`src/rtl/onewire_pkg.sv`:
```
package onewire_pkg;

  typedef enum logic [1:0] {
    OP_RESET  = 2'd0,
    OP_WRITE1 = 2'd1,
    OP_WRITE0 = 2'd2,
    OP_READ   = 2'd3
  } owOp_e;

  // strobes from control to datapath
  typedef struct packed {
    logic clrTime;
    logic clearRes;
    logic loadBit;
    logic bitVal;
    logic raiseFault;
    logic driveLow;
  } owCtrl_t;

endpackage

```
`src/rtl/onewire_datapath.sv`:
```
module onewire_datapath
  import onewire_pkg::*;
#(
  parameter int CLK_HZ = 100_000_000,
  parameter int CNT_W  = 12
) (
  input  logic             clk,
  input  logic             rstN,
  input  owCtrl_t          ctrl,
  input  logic             lineIn,
  output logic             lineSync,
  output logic [CNT_W-1:0] usCount,
  output logic             lineDriveLow,
  output logic             resultBit,
  output logic             busFault
);

  localparam int DIV   = (CLK_HZ / 1_000_000 < 1) ? 1 : CLK_HZ / 1_000_000;
  localparam int PRE_W = (DIV > 1) ? $clog2(DIV) : 1;

  logic [1:0]       syncQ;
  logic [PRE_W-1:0] preCount;
  logic             usTick;

  // two-stage synchronizer, idle line reads high
  always_ff @(posedge clk) begin
    if (!rstN) syncQ <= 2'b11;
    else       syncQ <= {syncQ[0], lineIn};
  end
  assign lineSync = syncQ[1];

  // microsecond prescaler, realigned on every timer clear
  always_ff @(posedge clk) begin
    if (!rstN || ctrl.clrTime)             preCount <= '0;
    else if (preCount == PRE_W'(DIV - 1))  preCount <= '0;
    else                                   preCount <= preCount + 1'b1;
  end
  assign usTick = (preCount == PRE_W'(DIV - 1));

  // elapsed microseconds, saturating
  always_ff @(posedge clk) begin
    if (!rstN || ctrl.clrTime)        usCount <= '0;
    else if (usTick && !(&usCount))   usCount <= usCount + 1'b1;
  end

  // registered pad enable
  always_ff @(posedge clk) begin
    if (!rstN) lineDriveLow <= 1'b0;
    else       lineDriveLow <= ctrl.driveLow;
  end

  // result registers
  always_ff @(posedge clk) begin
    if (!rstN) begin
      resultBit <= 1'b0;
      busFault  <= 1'b0;
    end else begin
      if (ctrl.clearRes) begin
        resultBit <= 1'b0;
        busFault  <= 1'b0;
      end
      if (ctrl.loadBit)    resultBit <= ctrl.bitVal;
      if (ctrl.raiseFault) busFault  <= 1'b1;
    end
  end

endmodule

```
`src/rtl/onewire_control.sv`:
```
module onewire_control
  import onewire_pkg::*;
#(
  parameter int T_RSTL = 480,
  parameter int T_RSTH = 480,
  parameter int T_PDH  = 15,
  parameter int T_PDL  = 60,
  parameter int T_SLOT = 60,
  parameter int T_LOW1 = 6,
  parameter int T_LOW0 = 60,
  parameter int T_LOWR = 6,
  parameter int T_RDV  = 15,
  parameter int T_REC  = 5,
  parameter int CNT_W  = 12
) (
  input  logic             clk,
  input  logic             rstN,
  input  logic             startStrobe,
  input  logic [1:0]       opcode,
  input  logic             lineSync,
  input  logic [CNT_W-1:0] usCount,
  output owCtrl_t          ctrl,
  output logic             busy,
  output logic             done
);

  localparam logic [CNT_W-1:0] LIM_RSTL  = CNT_W'(T_RSTL);
  localparam logic [CNT_W-1:0] LIM_RSTH  = CNT_W'(T_RSTH);
  localparam logic [CNT_W-1:0] LIM_PSAMP = CNT_W'(T_PDH + T_PDL / 2);
  localparam logic [CNT_W-1:0] LIM_SLOT  = CNT_W'(T_SLOT);
  localparam logic [CNT_W-1:0] LIM_LOW1  = CNT_W'(T_LOW1);
  localparam logic [CNT_W-1:0] LIM_LOW0  = CNT_W'(T_LOW0);
  localparam logic [CNT_W-1:0] LIM_LOWR  = CNT_W'(T_LOWR);
  localparam logic [CNT_W-1:0] LIM_RDV   = CNT_W'(T_RDV);
  localparam logic [CNT_W-1:0] LIM_RDTO  = CNT_W'(T_RDV + 2);
  localparam logic [CNT_W-1:0] LIM_REC1  = CNT_W'(T_SLOT - T_LOW1 + T_REC);
  localparam logic [CNT_W-1:0] LIM_REC0  = CNT_W'(T_SLOT - T_LOW0 + T_REC);

  typedef enum logic [3:0] {
    S_IDLE, S_PRECHK, S_RSTLOW, S_PRESWAIT, S_RSTEND,
    S_SLOTLOW, S_WRREC, S_RDSAMP, S_RDWAIT, S_FINISH
  } state_e;

  state_e           state, nxt;
  owOp_e            opReg;
  logic [CNT_W-1:0] lowLim, recLim;

  always_ff @(posedge clk) begin
    if (!rstN) begin
      state <= S_IDLE;
      opReg <= OP_RESET;
    end else begin
      state <= nxt;
      if (state == S_IDLE && startStrobe) opReg <= owOp_e'(opcode);
    end
  end

  always_comb begin
    case (opReg)
      OP_WRITE1: lowLim = LIM_LOW1;
      OP_WRITE0: lowLim = LIM_LOW0;
      default:   lowLim = LIM_LOWR;
    endcase
    recLim = (opReg == OP_WRITE1) ? LIM_REC1 : LIM_REC0;
  end

  always_comb begin
    nxt  = state;
    ctrl = '0;
    case (state)
      S_IDLE: if (startStrobe) begin
        ctrl.clrTime  = 1'b1;
        ctrl.clearRes = 1'b1;
        nxt = (owOp_e'(opcode) == OP_RESET) ? S_PRECHK : S_SLOTLOW;
      end
      S_PRECHK: begin
        if (!lineSync) begin
          ctrl.loadBit    = 1'b1;
          ctrl.bitVal     = 1'b1;
          ctrl.raiseFault = 1'b1;
          nxt = S_FINISH;
        end else begin
          ctrl.clrTime = 1'b1;
          nxt = S_RSTLOW;
        end
      end
      S_RSTLOW: begin
        ctrl.driveLow = 1'b1;
        if (usCount >= LIM_RSTL) begin
          ctrl.clrTime = 1'b1;
          nxt = S_PRESWAIT;
        end
      end
      S_PRESWAIT: if (usCount >= LIM_PSAMP) begin
        ctrl.loadBit = 1'b1;
        ctrl.bitVal  = lineSync;
        nxt = S_RSTEND;
      end
      S_RSTEND: if (usCount >= LIM_RSTH) begin
        ctrl.raiseFault = !lineSync;
        nxt = S_FINISH;
      end
      S_SLOTLOW: begin
        ctrl.driveLow = 1'b1;
        if (usCount >= lowLim) begin
          if (opReg == OP_READ) nxt = S_RDSAMP;
          else begin
            ctrl.clrTime = 1'b1;
            nxt = S_WRREC;
          end
        end
      end
      S_WRREC: if (usCount >= recLim) nxt = S_FINISH;
      S_RDSAMP: begin
        if (lineSync) begin
          ctrl.loadBit = 1'b1;
          ctrl.bitVal  = (usCount < LIM_RDV);
          nxt = S_RDWAIT;
        end else if (usCount >= LIM_RDTO) begin
          ctrl.loadBit = 1'b1;
          ctrl.bitVal  = 1'b0;
          nxt = S_RDWAIT;
        end
      end
      S_RDWAIT: if (usCount >= LIM_SLOT) nxt = S_FINISH;
      S_FINISH: nxt = S_IDLE;
      default:  nxt = S_IDLE;
    endcase
  end

  assign busy = (state != S_IDLE);
  assign done = (state == S_FINISH);

endmodule

```
`src/rtl/onewire_slot_engine.sv`:
```
module onewire_slot_engine
  import onewire_pkg::*;
#(
  parameter int CLK_HZ = 100_000_000,
  parameter int T_RSTL = 480,
  parameter int T_RSTH = 480,
  parameter int T_PDH  = 15,
  parameter int T_PDL  = 60,
  parameter int T_SLOT = 60,
  parameter int T_LOW1 = 6,
  parameter int T_LOW0 = 60,
  parameter int T_LOWR = 6,
  parameter int T_RDV  = 15,
  parameter int T_REC  = 5
) (
  input  logic       clk,
  input  logic       rstN,
  input  logic       startStrobe,
  input  logic [1:0] opcode,
  output logic       busy,
  output logic       done,
  output logic       resultBit,
  output logic       busFault,
  output logic       lineDriveLow,
  input  logic       lineIn
);

  localparam int MAX_US = T_RSTL + T_RSTH + T_SLOT + T_REC + T_RDV + 4;
  localparam int CNT_W  = $clog2(MAX_US + 1);

  owCtrl_t          ctrl;
  logic             lineSync;
  logic [CNT_W-1:0] usCount;

  onewire_control #(
    .T_RSTL(T_RSTL), .T_RSTH(T_RSTH), .T_PDH(T_PDH), .T_PDL(T_PDL),
    .T_SLOT(T_SLOT), .T_LOW1(T_LOW1), .T_LOW0(T_LOW0), .T_LOWR(T_LOWR),
    .T_RDV(T_RDV), .T_REC(T_REC), .CNT_W(CNT_W)
  ) u_control (
    .clk(clk), .rstN(rstN), .startStrobe(startStrobe), .opcode(opcode),
    .lineSync(lineSync), .usCount(usCount), .ctrl(ctrl),
    .busy(busy), .done(done)
  );

  onewire_datapath #(.CLK_HZ(CLK_HZ), .CNT_W(CNT_W)) u_datapath (
    .clk(clk), .rstN(rstN), .ctrl(ctrl), .lineIn(lineIn),
    .lineSync(lineSync), .usCount(usCount), .lineDriveLow(lineDriveLow),
    .resultBit(resultBit), .busFault(busFault)
  );

endmodule

```
`config.mk`:
```
export PLATFORM = sky130hd
export DESIGN_NAME = onewire_slot_engine
export DESIGN_NICKNAME = d
export VERILOG_FILES = /design/src/rtl/onewire_pkg.sv /design/src/rtl/onewire_datapath.sv /design/src/rtl/onewire_control.sv /design/src/rtl/onewire_slot_engine.sv
export SDC_FILE = /design/constraint.sdc
export NUM_CORES = 1
export LEC_CHECK = 0
export ABC_AREA = 0
export ABC_CLOCK_PERIOD_IN_PS = 4920
export CORE_UTILIZATION = 40
export CTS_CLUSTER_SIZE = 30
export DETAILED_ROUTE_END_ITERATION = 8
export PLACE_DENSITY = 0.62
export SYNTH_ARGS = -nofsm -noshare
export SYNTH_HDL_FRONTEND = slang
export SYNTH_HIERARCHICAL = 1
export SYNTH_SLANG_ARGS = --single-unit
```
`constraint.sdc`:
```
create_clock -name clk -period 4.92 [get_ports clk]
set_input_delay 1.476 -clock clk [delete_from_list [all_inputs] [get_ports clk]]
set_output_delay 1.476 -clock clk [all_outputs]
set_load 0.02 [all_outputs]
```
==> summary.md, run 1 <==
| Metric | Value |
|---|---|
| Global Route Usage Sum | `18.4%` |
| Ports | `11` |
| Power density over the cells | `369 nW/um2` |
| Worst reg2reg setup slack | `2400 ps` |
| Max-slew violations | `0` |
| Core box area | `4690 um2` |
| Worst setup path end | `done` |
| H-tree levels | `2` |
| RSZ-0062 raised after global routing | `false` |
| Nets | `256` |
| Clock root buffer | `clkbuf_8` |
| Post-CTS setup repair buffer count | `0` |
| Crit Path Category | `flop to primary output` |
| Status | `finished, final reports clean` |
| Worst Clk Skew | `between 4 and 5 ps` |
| Worst-Skew Late Latency | `280 ps` |
| Design Area, Final | `2180 um2` |
| Post-Syn Instances | `230` |
| Data arrival time of the worst path | `1940 ps` |
| Largest net degree at the start of global routing | `19` |
| Most common cell after layout, fill and taps aside | `dfxtp_1` |
| CP Data Required Time | `3440 ps` |
| Seq cells post-synth | `29` |
| Placed cell area | `~2100 um2` |
| Wire per inst | `14.7 um` |
| Max_cap viols | `0` |
| WL final | `~4300 um` |
| IO buf count | `10` |
| Vias per cell | `5.89` |
| Critical-path cell list | `nor2_1, and3_1, clkdlybuf4s50_1` |
| Post-route minimum period | `3420 ps` |
| Routability cong. | `0.826` |
| Dpl hpwl | `3000 um` |
| Detail Route Antenna Nets | `0` |
| Drt drc | `0` |
| Num CTS Buffers | `5` |
| VDD IR max | `195 uV` |
| Yosys warnings | `6` |
| Clock Tree Buf Depth | `2` |
| Initial Util | `41.6%` |
| Tcrit/Tclk final | `69.5%` |
| CTS tree | `done` |
| Total area of sequential cells | `581 um2` |
| Cts hold-fix bufs | `0` |
| Vias | `1731` |
| Iter 0 DRT Violations | `97` |
| Hold slack | `~400 ps` |
| CP max stage delay | `600 ps` |
| Syn Nets | `between 200 and 250` |
| Leakage | `0.814 nW` |
| Std cell rows | `25` |
| Most frequent cells in the layout | `dfxtp_1, nand2_1, a21oi_1` |
| Filler cell count | `460` |
| Post-cts resize count | `0` |
| Initial antenna violation count | `0` |
| CP Launch Point | `u_control/state[2]` |
| CP Capture Type | `primary output` |
| Hold Path Depth | `1` |
| Layout cells sized above 1 | `a little over a tenth` |
| Total global routing overflow | `0` |
| Die Span Y | `71.8 um` |
| R2R depth | `8` |
| Worst r2r dst | `u_datapath/usCount[0]` |
| First-pass GRT wire length | `7490 um` |
| R2R Path Start | `u_datapath/usCount[5]` |
| Clk slew on worst S/H paths | `70 ps` |
| Main synth FF type | `dfxtp_1` |
| Final-report hold violation count | `0` |
| Antenna diode count | `0` |
| Die area | `approximately 5200 um2` |
| Number of distinct library cells after synthesis | `57` |
| Die Width | `71.8 um` |
| Area added between synthesis and finish | `11.7%` |
| Syn avg cell area | `approximately 8.5 um2` |
| Hold Crit Class | `flop to flop` |
| Worst slew pin tran | `776 ps` |
| Clock sink count | `29` |
| Multi-input gate area | `1310 um2` |
| Critical-path top delay cell | `clkdlybuf4s50_1` |
| Vias in the first global route | `1548` |
| Fmax | `0.293 GHz` |
| 1st-pass router iterations | `4` |
| FFs w/ async S/R, synth | `0%` |
| Final setup vio count | `0` |
| Post-Syn Area | `1950 um2` |
| Worst setup SP type | `flop` |
| Crit-path max FO | `15` |
| Post-route setup TNS | `0 ps` |
| Number of synthesized flops with an enable pin | `0` |
| Sequential share of the synthesized area | `29.8%` |
| Rel. slew slack | `~48%` |
==> where the power goes <==
group	internal, mW	total [mW]	leakage [nW]	switching [mW]
Clock	0.113	0.212	0.0512	0.0992
Combinational	0.125	0.277	0.527	0.152
Sequential	0.260	0.314	0.235	0.0535
==> cells by family (layout without fill, tap and decap cells) <==
group	after synthesis	in the layout	synth area share, %
simple gates	113	113	35.9
compound gates	51	51	18.4
flops	29	29	29.8
buf+inv	14	24	3.01
fa+ha+maj	11	11	7.06
mux	7	7	3.66
xor+xnor	5	5	2.25
==> layout make-up <==
type                    count  share of cell area, %
well taps                  54                   3.10
clock buffers               6                   3.79
inverters                   6                   1.03
repair buffers             10                   4.60
flip-flops and latches     29                   26.7
multi-input cells         187                   60.2
clock inverters             2                  0.632
==> metrics by stage <==
stage	util, %	setup slack, ps	cells	power [mW]
final	46.4	1500	294	0.804
after global routing	46.4	1420	294	0.853
after CTS	46.4	1520	294	0.808
after detailed placement	44.4	1830	286	0.593
after global placement	44.4	1880	286	0.594
after floorplan	-	2510	230	0.521
==> flip-flops by register name (all words and copies together) (netlist names) <==
signal	cells
u_datapath/resultBit	1
u_control/opReg	2
u_control/state	4
u_datapath/busFault	1
u_datapath/syncQ	2
u_datapath/preCount	7
u_datapath/lineDriveLow	1
u_datapath/usCount	11
==> worst max-delay path: cells and delay by family, from the launching register on <==
| kind | cells | cell delay (ps) |
|---|---|---|
| buffers and inverters | 1 | 600 |
| flip-flops | 1 | 460 |
| AND/OR/NAND/NOR | 2 | 600 |
==> layer usage <==
layer / up-vias / share of wire [%] / track usage, %
met5: - / 0 / 0
li1: 882 / - / -
met2: 36 / 44 / 28.0
met3: 6 / 3.8 / 3.94
met4: 0 / 1.4 / 6.32
met1: 807 / 51 / 25.8
==> synthesized netlist by cell type (all sizes together), types with 2 or more instances <==
cell type	count	share of area, %
o2111ai	2	0.90
xnor2	2	0.90
inv	6	1.2
nor2	16	3.1
xor2	3	1.3
o41ai	2	0.90
clkbuf	4	0.77
o21a	2	0.77
buf	4	1.1
a21boi	2	0.77
or3	4	1.3
nor3b	3	1.2
ha	11	7.1
a31oi	2	0.64
o21ai	5	1.3
nor4	7	3.0
nand4	6	2.7
nor3	2	0.51
o22ai	2	0.64
and3	4	1.3
and2	3	1.0
nand3b	5	2.6
nand2b	9	2.9
dfxtp	29	30
a21oi	18	4.6
or2b	2	0.90
and2b	2	0.90
nand2	20	3.8
nor2b	9	2.9
o31ai	7	2.7
mux2i	6	3.1
nand3	8	2.3
or4	8	3.1
==> how the worst min path moves through the flow <==
stage	from	endpoint	slack [ps]
4_1_cts	u_datapath/syncQ[0]	u_datapath/syncQ[1]	420
6_report	u_datapath/syncQ[0]	u_datapath/syncQ[1]	410
5_1_grt	u_datapath/syncQ[0]	u_datapath/syncQ[1]	450
2_1_floorplan	u_datapath/syncQ[0]	u_datapath/syncQ[1]	390
3_5_place_dp	u_datapath/syncQ[0]	u_datapath/syncQ[1]	400
3_3_place_gp	u_datapath/syncQ[0]	u_datapath/syncQ[1]	390
(Power assumes the default switching activity.)
==> inputs of run 2 (changes only) <==
Settings changed: ABC_CLOCK_PERIOD_IN_PS 4920 to 3500.
Clock period 4.92 ns to 3.5 ns, I/O delays scaled along.
==> summary.md, run 2 (same netlist as run 1, synthesis figures left out) <==
| Metric | Value |
|---|---|
| Status | `finished, final reports clean` |
| 1st-pass router iterations | `4` |
| Iter 0 DRT Violations | `67` |
| Post-CTS setup repair buffer count | `0` |
| Worst Clk Skew | `4.05 ps` |
| Total global routing overflow | `0` |
| Worst setup SP type | `flop` |
| Non-filler cells, final | `294` |
| Clock sink count | `29` |
| Wire per inst | `approximately 15 um` |
| Biggest register | `u_datapath/usCount` |
| Max FFs per register | `11` |
| Crit-path max FO | `15` |
| Global Route Usage Sum | `18.0%` |
| Vias per cell | `5.93` |
| Antenna diode count | `0` |
| Initial Util | `roughly two fifths` |
| Hold Path Origin | `u_datapath/syncQ[0]` |
| Core box area | `4690 um2` |
| Post-cts resize count | `0` |
| Detail Route Antenna Nets | `0` |
| Most common cell after layout, fill and taps aside | `dfxtp_1` |
| Dpl hpwl | `3000 um` |
| Num CTS Buffers | `5` |
| Final-report hold violation count | `0` |
| Initial antenna violation count | `0` |
| IO buf count | `10` |
| Total power | `1.13 mW` |
| Multi-input gate area | `~1300 um2` |
| Hold Path Depth | `1` |
| Rel. slew slack | `49.1%` |
| Pre-CTS setup slack | `834 ps` |
| Most frequent cells in the layout | `dfxtp_1, nand2_1, a21oi_1` |
| Power density over the cells | `a little over 500 nW/um2` |
| Crit Path Category | `flop to primary output` |
| Final setup vio count | `0` |
| Max-slew violations | `0` |
| Drt drc | `0` |
| Placed cell area | `2080 um2` |
| Total area of sequential cells | `581 um2` |
| Hold endpoint | `u_datapath/syncQ[1]` |
| Clock Tree Buf Depth | `2` |
| Placed insts | `286` |
| RSZ-0062 raised after global routing | `false` |
| WL final | `4370 um` |
| R2R Path Start | `u_datapath/usCount[5]` |
| Ports | `11` |
| Post-route setup TNS | `0 ps` |
| Final core utilization | `46.4%` |
| VDD IR max | `~280 uV` |
| Data arrival time of the worst path | `around 2000 ps` |
| Cts hold-fix bufs | `0` |
| Die Span Y | `71.8 um` |
| Hold Crit Class | `flop to flop` |
| Largest net degree at the start of global routing | `19` |
| Worst r2r dst | `u_datapath/usCount[3]` |
| Die area | `5160 um2` |
| Clk slew on worst S/H paths | `70 ps` |
| Max_cap viols | `0` |
| Area added between synthesis and finish | `11.7%` |
| Final WS setup | `504 ps` |
| Routability cong. | `between 0.8 and 0.9` |
| Die Width | `71.8 um` |
| Biggest regs | `u_datapath/usCount: 11 flops, u_datapath/preCount: 7 flops, u_control/state: 4 flops` |
| H-tree levels | `2` |
| Design Area, Final | `2180 um2` |
| Post-route minimum period | `3000 ps` |
| Worst slew pin tran | `757 ps` |
| Vias in the first global route | `1538` |
| CTS tree | `done` |
| Layout cells sized above 1 | `10.8%` |
| Clock root buffer | `clkbuf_8` |
| Filler cell count | `473` |
| Std cell rows | `25` |
| CP Data Required Time | `2450 ps` |
| Fmax | `between 0.3 and 0.4 GHz` |
| Hold slack | `409 ps` |
| Tcrit/Tclk final | `about 86%` |
| Nets | `approximately 260` |
| Leakage | `0.814 nW` |
| CP Capture Type | `primary output` |
| First-pass GRT wire length | `roughly 7300 um` |
| Vias | `around 1700` |
| R2R depth | `8` |
| Worst reg2reg setup slack | `930 ps` |
| Worst-Skew Late Latency | `280 ps` |
## run 2: layout make-up
type	count	share of cell area, %
timing repair buffer	10	4.60
multi-input combinational	187	60.2
clock buffer	6	3.79
clock inverter	2	0.632
tap	54	3.10
inverter	6	1.03
sequential	29	26.7
## run 2: critical path, cell delays in order, from the launching register on
cell and delay [ps]:
dfxtp_1 470, nor2_1 390, and3_1 210, clkdlybuf4s50_1 600
## run 2: routing by layer
layer | wire, um | global-route usage (%)
met2 | 1980 | 28.6
met3 | 118 | 3.80
met1 | 2240 | 24.4
met4 | 29 | 5.88
met5 | 0 | 0
## run 2: worst max path at each step
stage / from / end / slack, ps / cells past startpoint
after detailed placement: u_control/state[2] / done / 830 / 3
after global placement: u_control/state[2] / done / 890 / 3
after global routing: u_control/state[2] / done / 430 / 3
after floorplan: u_control/opReg[0] / u_datapath/usCount[0] / 1280 / 10
final: u_control/state[2] / done / 500 / 3
after CTS: u_control/state[2] / done / 510 / 3
## run 2: where the power goes
group / switching [mW] / internal, mW / total, mW
Clock: 0.137 / 0.159 / 0.296
Combinational: 0.217 / 0.176 / 0.393
Sequential: 0.0747 / 0.366 / 0.441
Total: 0.428 / 0.701 / 1.13
